**src/rtl/tspc_pkg.sv**
```systemverilog
package tspc_pkg;

  function automatic int data_len(input int n);
    return n * (n - 1) / 2;
  endfunction

  function automatic int code_len(input int n);
    return n * (n + 1) / 2;
  endfunction

  // Data bit that belongs to parity pair (lo, hi), lo < hi, lexicographic order.
  function automatic int pair_index(input int lo, input int hi, input int n);
    return lo * n - (lo * (lo + 1)) / 2 + (hi - lo - 1);
  endfunction

endpackage

```
**src/rtl/tspc_parity_net.sv**
```systemverilog
module tspc_parity_net #(
  parameter int N = 5,
  localparam int K = tspc_pkg::data_len(N)
) (
  input  logic [K-1:0] data,
  output logic [N-1:0] parity
);
  import tspc_pkg::*;

  for (genvar p = 0; p < N; p++) begin : g_par
    logic [N-2:0] taps;
    for (genvar q = 0; q < N - 1; q++) begin : g_tap
      localparam int OTHER = (q < p) ? q : q + 1;
      localparam int LO    = (p < OTHER) ? p : OTHER;
      localparam int HI    = (p < OTHER) ? OTHER : p;
      assign taps[q] = data[pair_index(LO, HI, N)];
    end
    assign parity[p] = ^taps;
  end

endmodule

```
**src/rtl/tspc_out_stage.sv**
```systemverilog
module tspc_out_stage #(
  parameter int W = 15
) (
  input  logic         clk,
  input  logic         rst,
  input  logic         up_valid,
  output logic         up_ready,
  input  logic [W-1:0] up_data,
  output logic         dn_valid,
  input  logic         dn_ready,
  output logic [W-1:0] dn_data
);
  logic load;

  assign up_ready = !dn_valid || dn_ready;
  assign load     = up_valid && up_ready;

  always_ff @(posedge clk) begin
    if (rst)           dn_valid <= 1'b0;
    else if (load)     dn_valid <= 1'b1;
    else if (dn_ready) dn_valid <= 1'b0;
  end

  always_ff @(posedge clk) begin
    if (load) dn_data <= up_data;
  end

  assert_accept_sets_valid_R4: assert property (@(posedge clk) disable iff (rst)
    (up_valid && up_ready) |=> dn_valid);

  assert_stall_holds_R6: assert property (@(posedge clk) disable iff (rst)
    (dn_valid && !dn_ready) |=> (dn_valid && $stable(dn_data)));

  assert_reset_clears_R7: assert property (@(posedge clk)
    rst |=> !dn_valid);

endmodule

```
**src/rtl/tspc_encoder.sv**
```systemverilog
module tspc_encoder #(
  parameter int N = 5,
  localparam int K = tspc_pkg::data_len(N),
  localparam int L = tspc_pkg::code_len(N)
) (
  input  logic         clk,
  input  logic         rst,
  input  logic         in_valid,
  output logic         in_ready,
  input  logic [K-1:0] in_data,
  output logic         out_valid,
  input  logic         out_ready,
  output logic [L-1:0] out_cw
);
  logic [N-1:0] parity;
  logic [L-1:0] cw_next;

  tspc_parity_net #(.N(N)) u_parity (
    .data   (in_data),
    .parity (parity)
  );

  assign cw_next = {parity, in_data};

  tspc_out_stage #(.W(L)) u_stage (
    .clk      (clk),
    .rst      (rst),
    .up_valid (in_valid),
    .up_ready (in_ready),
    .up_data  (cw_next),
    .dn_valid (out_valid),
    .dn_ready (out_ready),
    .dn_data  (out_cw)
  );

  assert_systematic_R1: assert property (@(posedge clk) disable iff (rst)
    (in_valid && in_ready) |=> (out_cw[K-1:0] == $past(in_data)));

  assert_parity_even_R3: assert property (@(posedge clk) disable iff (rst)
    out_valid |-> (^out_cw[L-1:K] == 1'b0));

endmodule

```
**config.mk**
```make
export PLATFORM = sky130hd
export DESIGN_NAME = tspc_encoder
export DESIGN_NICKNAME = d
export VERILOG_FILES = /design/src/rtl/tspc_pkg.sv /design/src/rtl/tspc_parity_net.sv /design/src/rtl/tspc_out_stage.sv /design/src/rtl/tspc_encoder.sv
export SDC_FILE = /design/constraint.sdc
export NUM_CORES = 1
export LEC_CHECK = 0
export BUFFER_PORTS_ARGS = -buffer_cell sky130_fd_sc_hd__buf_2
export CORE_MARGIN = 2
export CORE_UTILIZATION = 46
export CTS_CLUSTER_DIAMETER = 40
export CTS_CLUSTER_SIZE = 16
export DETAILED_ROUTE_END_ITERATION = 12
export HOLD_SLACK_MARGIN = 0.02
export PLACE_DENSITY_LB_ADDON = 0.12
export SLEW_MARGIN = 20
export SYNTH_ARGS = -nofsm -noshare
export SYNTH_HDL_FRONTEND = slang
export SYNTH_SLANG_ARGS = --single-unit
```
**constraint.sdc**
```tcl
create_clock -name clk -period 2.7 [get_ports clk]
set_input_delay 0.135 -clock clk [delete_from_list [all_inputs] [get_ports clk]]
set_output_delay 0.135 -clock clk [all_outputs]
set_load 0.02 [all_outputs]
```
==> results by group <==
Placement
  • Cells after DPL: 80
  • Routability Congestion: 0.5817
  • IO Port Bufs: 30

Worst setup path
  • Reg2Reg Setup Slack: 1.38 ns
  • Worst-path fanout max: 15
  • Worst setup SP type: flip-flop
  • Critical Path Sink Type: flip-flop
  • Class of the most critical setup path: reg2reg
  • WP data required: 2.62 ns
  • CP arrival: 1.24 ns

Synthesis
  • Syn Area/Cell: 17.80 um2
  • Synth cell types: 8
  • Mapped Nets: 49
  • Flops & latches, synth: 16
  • Cell taking the most area after synthesis: edfxtp_1
  • Area contributors post-synth: edfxtp_1, xnor2_1, xor2_1
  • Cell count after synthesis: 35
  • Top-area cell type share of the netlist area: 0.7229
  • Sequential share of the synthesized area: 0.7550
  • Yosys synthesis warning count: 0
  • Post-Syn Area: 623.1 um2

Timing
  • Slew Limit Fails: 0
  • Tightest Pin Transition: 0.6444 ns
  • Maximum clock rate: 758.9 MHz
  • Final Setup Violations: 0
  • RSZ-0062 raised after global routing: false
  • Fin. Hold Viols: 0
  • Clock skew: 0.002700 ns
  • Part of the cycle the worst path needs: 0.4880
  • Crit path time final: 1.318 ns
  • Max_slew headroom: 0.5704
  • Sum Neg Setup Slack: 0 ns

Clocking
  • Clock buffer depth: 2
  • Later-pin clock latency in the skew report: 0.28 ns
  • Clock root buffer: clkbuf_4
  • Cts repair resizes: 0
  • CTS Buf Count: 3
  • Worst-path clk slew: 0.09 ns
  • Hold_buf cts: 1
  • Clock sink count: 16
  • Htree depth: 1
  • Setup Fix Bufs, Post-CTS: 0
  • CTS tree: yes

Pwr
  • Max VDD drop: 0.3340 mV
  • Lkg Pwr: 0.0003492 uW
  • Overall Power: 549.3 uW
  • Pwr dens: 655.3 nW/um2

Drt
  • WL/cell: 11.21 um
  • DRC violations left: 0
  • DRT antenna net count: 0
  • Vias: 380
  • First-pass detailed-route iteration total: 1
  • Vias per cell: 4.471
  • DRT iter0 DRCs: 0
  • Final wirelength: 953 um

Die
  • Io pins: 31
  • Die X-Extent: 40.81 um
  • Die Span Y: slightly above 40 um
  • Die area: 1665 um2
  • Num rows: 13
  • Core ar.: 1285 um2
  • Initial core utilization: 0.4849

Final layout
  • Most common cell after layout, fill and taps aside: buf_2
  • Layout cell share with drive strength beyond 1: 0.4857
  • Fillcell total: roughly 110
  • Synthesis-to-layout area growth: 34.54%
  • Number of diodes: 0
  • Finished Core Util: 0.6524
  • Highest-count cells in the layout ignoring fill and taps: buf_2, edfxtp_1, xnor2_1
  • Nets: 85
  • Non-Filler Instances: 85

Status
  • Status: finished, final reports clean

Global routing
  • Initial antenna violation count: 0
  • Total gr overflow: 0
  • GRT Util Overall: 0.1250
  • Vias in the first global route: 328
  • First-pass GRT wire length: 1262 um
  • Largest net degree at the start of global routing: 16

Job
  • Max Cap Viol: 0

Min path
  • Hold Crit Class: in2reg
[cell usage after synthesis (all sizes together)]
master,instances
a21oi,1
and2,1
dfxtp,1
edfxtp,15
inv,1
nand2b,1
xnor2,10
xor2,5
[state kept, by name (all words and copies together), names as in the netlist]
register,flops
u_stage.dn_data,15
u_stage.dn_valid,1
[worst max-delay path, cell delays in order, from the launching register on]
cell,delay (ns)
dfxtp_1,0.32
nand2b_1,0.09
and2_1,0.55
[kinds of logic after synthesis]
logic type             synth area share
flip-flops                       0.7550
AO/OA/AOI/OAI                  0.008024
XOR/XNOR                         0.2108
AND/OR/NAND/NOR                 0.02009
buffers and inverters          0.006018
[per-layer routing]
layer	vias to the layer above	track usage	wire length, um
met3	2	0.04891	63
li1	189	-	-
met4	0	0.07500	6
met2	17	0.2266	542
met5	-	0	0
met1	172	0.1143	341
[power by group]
group,switching (uW),leakage [uW],internal [uW]
Combinational,56.8,0.000175,38.8
Sequential,4.25,0.000153,297
Clock,70.7,0.0000210,82.0
Total,132,0.000349,418
[cell type report]
| class | count | area, um2 | area share |
|---|---|---|---|
| sequential | 16 | 470.5 | 0.5612 |
| timing repair buffer | 31 | 160.2 | 0.1910 |
| multi-input combinational | 18 | 148.9 | 0.1776 |
| clock buffer | 4 | 36.28 | 0.04328 |
| tap | 15 | 18.77 | 0.02239 |
| inverter | 1 | 3.754 | 0.004478 |
[path summary, 6_finish.rpt]
kind | start | to | cells past startpoint
worst max-delay path | u_stage.dn_valid | u_stage.dn_data[0] | 2
worst min-delay path | in_data[2] | u_stage.dn_data[2] | 1
worst max register to register | u_stage.dn_valid | u_stage.dn_data[0] | 2
worst min register to register | u_stage.dn_valid | u_stage.dn_valid | 2
[through the flow]
step | setup slack, ns | hold slack (ns) | cell area, um2
2_1_floorplan | 1.261 | 0.2041 | 623.1
3_3_place_gp | 1.427 | 0.2906 | 792.0
3_5_place_dp | 1.373 | 0.2898 | 792.0
4_1_cts | 1.353 | 0.07125 | 838.3
5_1_grt | 1.285 | 0.06674 | 838.3
6_report | 1.382 | 0.07765 | 838.3
(Power assumes the default switching activity.)
